## src/rtl/ccd_pkg.sv

```systemverilog
// Shared definitions for the card clock divider.
// Assumes nothing beyond a single system clock domain.
package ccd_pkg;

    // Default divisor width used by the top module.
    localparam int unsigned CCD_DIV_W = 10;

    // Kind of card clock transition decided for the next cycle.
    typedef enum logic [1:0] {
        EDGE_NONE = 2'd0,
        EDGE_RISE = 2'd1,
        EDGE_FALL = 2'd2
    } edge_kind_e;

endpackage

```

## src/rtl/cdiv_host_reg.sv

```systemverilog
// Host-visible divisor register.
// Holds the last written divisor and offers the value that a reload in the
// current cycle must use: the write data when a write is present, otherwise
// the stored value. Assumes writes are single-cycle qualified by wr_en.
module cdiv_host_reg #(
    parameter int unsigned DIV_W = 10
) (
    input  logic             clk,
    input  logic             rst_n,
    input  logic             wr_en,
    input  logic [DIV_W-1:0] wr_data,
    output logic [DIV_W-1:0] rd_data,
    output logic [DIV_W-1:0] next_div
);

    logic [DIV_W-1:0] div_q;

    // Store the divisor on a host write; reset to the stopped value.
    always_ff @(posedge clk) begin
        if (!rst_n) begin
            div_q <= '0;
        end else if (wr_en) begin
            div_q <= wr_data;
        end
    end

    // Bypass so that a write coinciding with a reload is used at once.
    always_comb begin
        next_div = wr_en ? wr_data : div_q;
    end

    assign rd_data = div_q;

endmodule

```

## src/rtl/cdiv_half_counter.sv

```systemverilog
// Half-period counter with a shadow divisor.
// The shadow copy is reloaded only when a half-period ends or while stopped,
// which keeps a divisor change from cutting a half-period short. The counter
// runs 0..shadow and flags the last cycle of each half-period as `boundary`.
// Assumes next_div already reflects any write in the current cycle.
module cdiv_half_counter #(
    parameter int unsigned DIV_W = 10
) (
    input  logic             clk,
    input  logic             rst_n,
    input  logic [DIV_W-1:0] next_div,
    output logic             boundary
);

    logic [DIV_W-1:0] shadow_q;
    logic [DIV_W-1:0] count_q;
    logic             halted;

    // A zero shadow divisor means the card clock is stopped.
    always_comb begin
        halted   = (shadow_q == '0);
        boundary = !halted && (count_q == shadow_q);
    end

    // Advance the count, or reload the shadow at a boundary / while halted.
    always_ff @(posedge clk) begin
        if (!rst_n) begin
            shadow_q <= '0;
            count_q  <= '0;
        end else if (halted || boundary) begin
            shadow_q <= next_div;
            count_q  <= '0;
        end else begin
            count_q  <= count_q + 1'b1;
        end
    end

endmodule

```

## src/rtl/cdiv_edge_gen.sv

```systemverilog
// Card clock output stage.
// Toggles the card clock at each half-period boundary, forces it low when the
// reloaded divisor is zero, and registers one-cycle edge strobes aligned with
// the new clock level. Assumes boundary is a single-cycle pulse.
module cdiv_edge_gen
    import ccd_pkg::*;
(
    input  logic clk,
    input  logic rst_n,
    input  logic boundary,
    input  logic reload_zero,
    output logic card_clk,
    output logic rise_stb,
    output logic fall_stb
);

    logic       clk_q;
    logic       rise_q;
    logic       fall_q;
    edge_kind_e edge_kind;

    // Decide which transition, if any, the next edge performs.
    always_comb begin
        edge_kind = EDGE_NONE;
        if (boundary) begin
            if (clk_q) begin
                edge_kind = EDGE_FALL;
            end else if (!reload_zero) begin
                edge_kind = EDGE_RISE;
            end
        end
    end

    // Register the card clock level and the matching strobes.
    always_ff @(posedge clk) begin
        if (!rst_n) begin
            clk_q  <= 1'b0;
            rise_q <= 1'b0;
            fall_q <= 1'b0;
        end else begin
            rise_q <= (edge_kind == EDGE_RISE);
            fall_q <= (edge_kind == EDGE_FALL);
            case (edge_kind)
                EDGE_RISE: clk_q <= 1'b1;
                EDGE_FALL: clk_q <= 1'b0;
                default:   clk_q <= clk_q;
            endcase
        end
    end

    assign card_clk = clk_q;
    assign rise_stb = rise_q;
    assign fall_stb = fall_q;

endmodule

```

## src/rtl/card_clk_divider.sv

```systemverilog
// Programmable card clock divider, top level.
// Divides the system clock by 2*(N+1) for a host divisor N; N = 0 stops the
// card clock low. Divisor changes take effect at half-period boundaries.
// Assumes one clock domain and a synchronous active-low reset.
module card_clk_divider
    import ccd_pkg::*;
#(
    parameter int unsigned DIV_W = CCD_DIV_W
) (
    input  logic             clk,
    input  logic             rst_n,
    input  logic             div_wr_en,
    input  logic [DIV_W-1:0] div_wr_data,
    output logic [DIV_W-1:0] div_rd_data,
    output logic             card_clk,
    output logic             rise_stb,
    output logic             fall_stb
);

    logic [DIV_W-1:0] next_div;
    logic             boundary;
    logic             reload_zero;

    // A zero reload value stops the card clock.
    always_comb begin
        reload_zero = (next_div == '0);
    end

    cdiv_host_reg #(.DIV_W(DIV_W)) host_reg_i (
        .clk      (clk),
        .rst_n    (rst_n),
        .wr_en    (div_wr_en),
        .wr_data  (div_wr_data),
        .rd_data  (div_rd_data),
        .next_div (next_div)
    );

    cdiv_half_counter #(.DIV_W(DIV_W)) half_cnt_i (
        .clk      (clk),
        .rst_n    (rst_n),
        .next_div (next_div),
        .boundary (boundary)
    );

    cdiv_edge_gen edge_gen_i (
        .clk         (clk),
        .rst_n       (rst_n),
        .boundary    (boundary),
        .reload_zero (reload_zero),
        .card_clk    (card_clk),
        .rise_stb    (rise_stb),
        .fall_stb    (fall_stb)
    );

endmodule

```

## config.mk

```make
export PLATFORM = sky130hd
export DESIGN_NAME = card_clk_divider
export DESIGN_NICKNAME = d
export VERILOG_FILES = /design/src/rtl/ccd_pkg.sv /design/src/rtl/cdiv_host_reg.sv /design/src/rtl/cdiv_half_counter.sv /design/src/rtl/cdiv_edge_gen.sv /design/src/rtl/card_clk_divider.sv
export SDC_FILE = /design/constraint.sdc
export NUM_CORES = 1
export LEC_CHECK = 0
export BUFFER_PORTS_ARGS = -buffer_cell sky130_fd_sc_hd__buf_2
export CAP_MARGIN = 20
export CORE_UTILIZATION = 35
export DETAILED_ROUTE_END_ITERATION = 12
export GPL_TIMING_DRIVEN = 0
export PLACE_DENSITY = 0.6
export SYNTH_ARGS = -nofsm -noshare
export SYNTH_HDL_FRONTEND = slang
export SYNTH_SLANG_ARGS = --single-unit
```

## constraint.sdc

```tcl
create_clock -name clk -period 4.1 [get_ports clk]
set_clock_uncertainty 0.2 [all_clocks]
set_input_delay 0.82 -clock clk [delete_from_list [all_inputs] [get_ports clk]]
set_output_delay 0.82 -clock clk [all_outputs]
set_load 0.02 [all_outputs]
```

==> reports/summary.txt <==
initial antenna violation count -> 0
Fin Setup TNS -> 0 ps
commonest non-fill, non-tap cell in the layout -> dfxtp_1
drt initial violations -> 29
FF/Latch Area -> 661 sq um
crit path DAT -> 2370 ps
Initial Util -> 0.373
Core Footprint -> 0.00412 sq mm
status -> finished clean
vias per inst -> 4.86
Pleak -> 0.773 nW
IO Pins -> 26
Syn Std Cell Area -> 0.00154 sq mm
post-DP HPWL -> 2.24 mm
port bufs -> 24
Max Used Layer -> met4
ANT nets after route -> 0
die area -> 0.00466 sq mm
maximum clock path buffer count -> 2
peak supply drop -> 0.000236 V
async set-reset flop share out of synthesis -> 0
Peak Freq -> 0.416 GHz
DIE HEIGHT -> 68.3 um
filler cell count -> 403
area delta synth->final -> 18.6%
Non-Filler Instances -> 239
CTS H-Tree Depth -> 2
final WL -> 2.96 mm
Routed wire per std cell -> 12.4 um
met1 wire length -> 1.50 mm
slew margin rel. -> 0.503
Hold Crit Start -> half_cnt_i.shadow_q[3]$_SDFFE_PN0P_
R2R Setup Slk -> 1690 ps
clock tree root buffer cell -> clkbuf_8
Tot GR Track Use -> 0.142
post-synthesis area per instance -> 9.72 sq um
Final Hold Violating Endpoints -> 0
Critical R2R Launch -> half_cnt_i.count_q[1]$_SDFF_PP0_
P per Cell Area -> 702 mW/mm^2
area taken by multi-input logic gates -> 830 sq um
Yosys reg bits -> 33
CTS tree -> yes
met2 wire length -> 1.31 mm
Final period util -> 0.587
count of pins over their slew limit -> 0
Worst Hold End -> half_cnt_i.shadow_q[3]$_SDFFE_PN0P_
CP Data Required Time -> 4060 ps
die span in x -> 68.3 um
TritonCTS Buffers -> 5
unrepaired setup endpoints after global routing -> no
# rows -> 23
layout cells sized above 1 -> 0.243
R2R Path End -> edge_gen_i.card_clk$_SDFFE_PN0P_
Worst setup SP type -> flip-flop
clock slew at reported path FFs -> 70 ps
Mapped Nets -> 175
Cells after Synth -> 158
GPL Wtd Cong -> 0.760
Layout Nets -> 206
drt first pass iters -> 4
Post-CTS Resized -> 0
first-pass GRT wire length -> 4.79 mm
clock latency on the worst-skew pair -> 280 ps
CP Max Fanout -> 6
most frequent cells in the layout -> dfxtp_1 (33), buf_2 (25), nor2_1 (23)
library cells used by synthesis -> 34
grt ovf -> 0
R2R depth -> 7
post-synthesis sequential area ratio -> 0.430
min-delay worst type -> flip-flop to flip-flop
crit path time final -> 2410 ps
Post-synth EDFFs -> 0
CTS Sinks -> 33
CP Class -> flip-flop to flip-flop
Setup crit end kind -> flip-flop
via count -> 1161
vias in the first global route -> 1082
Slew @ Worst Pin -> 745 ps
final setup fails -> 0
max-cap check violation count -> 0
Hold Path Stages -> 2
largest net degree at the start of global routing -> 11
antenna fix cells -> 0
number of setup buffers added after CTS -> 0
WL met3 -> 86 um
Synth Flop Type -> dfxtp_1
Synth Warn # -> 0
Post-CTS Hold Fix Bufs -> 0
DRC -> 0
Placed Cells -> 232
[cell usage after synthesis (4+ instances only)]
cell type / instances / area (sq um)
dfxtp_1: 33 / 661
nor2_1: 23 / 86.3
nand2_1: 13 / 48.8
xnor2_1: 10 / 87.6
mux2i_1: 7 / 70.1
xor2_1: 7 / 61.3
and2_1: 6 / 37.5
inv_1: 5 / 18.8
nand4_1: 5 / 31.3
ha_1: 4 / 50.1
mux2_4: 4 / 60.1
nand3_1: 4 / 20.0
[logic make-up (layout without fill, tap and decap cells)]
family,Yosys count,after routing,share of synthesized area
xor+xnor,18,18,0.107
buf+inv,10,41,0.0301
mux,14,14,0.107
compound gates,12,12,0.0652
simple gates,67,67,0.228
flops,33,33,0.430
fa+ha+maj,4,4,0.0326
[critical path: stages (launching register included)]
cell and delay (ps):
dfxtp_1 440, xnor2_1 170, nand4_2 190, nor3_2 270, or4b_1 490, ha_1 330, a21oi_1 150, nor2_1 50
[sequential cells by signal, indices dropped and copies added, names as in the netlist]
| name | flops |
|---|---|
| edge_gen_i.rise_stb | 1 |
| edge_gen_i.card_clk | 1 |
| half_cnt_i.count_q | 10 |
| edge_gen_i.fall_stb | 1 |
| half_cnt_i.shadow_q | 10 |
| host_reg_i.rd_data | 10 |
[worst max path at each step]
stage	start	endpoint	slack, ps	cells past startpoint
finish	half_cnt_i.count_q[1]$_SDFF_PP0_	edge_gen_i.card_clk$_SDFFE_PN0P_	1690	7
global route	half_cnt_i.count_q[1]$_SDFF_PP0_	edge_gen_i.card_clk$_SDFFE_PN0P_	1550	8
CTS	half_cnt_i.count_q[1]$_SDFF_PP0_	edge_gen_i.card_clk$_SDFFE_PN0P_	1680	7
detailed placement	div_wr_en	edge_gen_i.card_clk$_SDFFE_PN0P_	1450	8
global placement	div_wr_en	edge_gen_i.card_clk$_SDFFE_PN0P_	1470	8
floorplan	div_wr_data[6]	edge_gen_i.card_clk$_SDFFE_PN0P_	1710	7
[area by class of cell]
type                            instances  area share
Buffer                                  5      0.0151
Tap cell                               50      0.0343
Multi-Input combinational cell        115       0.455
Inverter                                5      0.0103
Sequential cell                        33       0.362
Clock inverter                          2      0.0192
Timing Repair Buffer                   24      0.0659
Clock buffer                            5      0.0377
[layer usage]
layer / GRT usage / vias to the layer above
met4: 0.0625 / 0
met5: 0 / -
met2: 0.224 / 13
li1: - / 611
met1: 0.173 / 532
met3: 0.0500 / 5
[through the flow]
step	worst slack (ps)	util	hold slack (ps)	power, mW	instance area [sq um]
finish	1690	0.443	329	1.28	1820
global route	1550	0.443	342	1.36	1820
CTS	1680	0.443	329	1.29	1820
global placement	1470	0.418	314	0.994	1720
detailed placement	1450	0.418	319	0.996	1720
floorplan	1710	-	272	0.883	1540
[power by group]
part	leakage, nW	total, mW	switching [mW]	internal [mW]
clock network	0.0540	0.290	0.114	0.176
logic	0.450	0.545	0.297	0.248
registers	0.270	0.443	0.0645	0.379
total	0.773	1.28	0.475	0.803
Note: power is estimated with default switching activity, not from simulation.
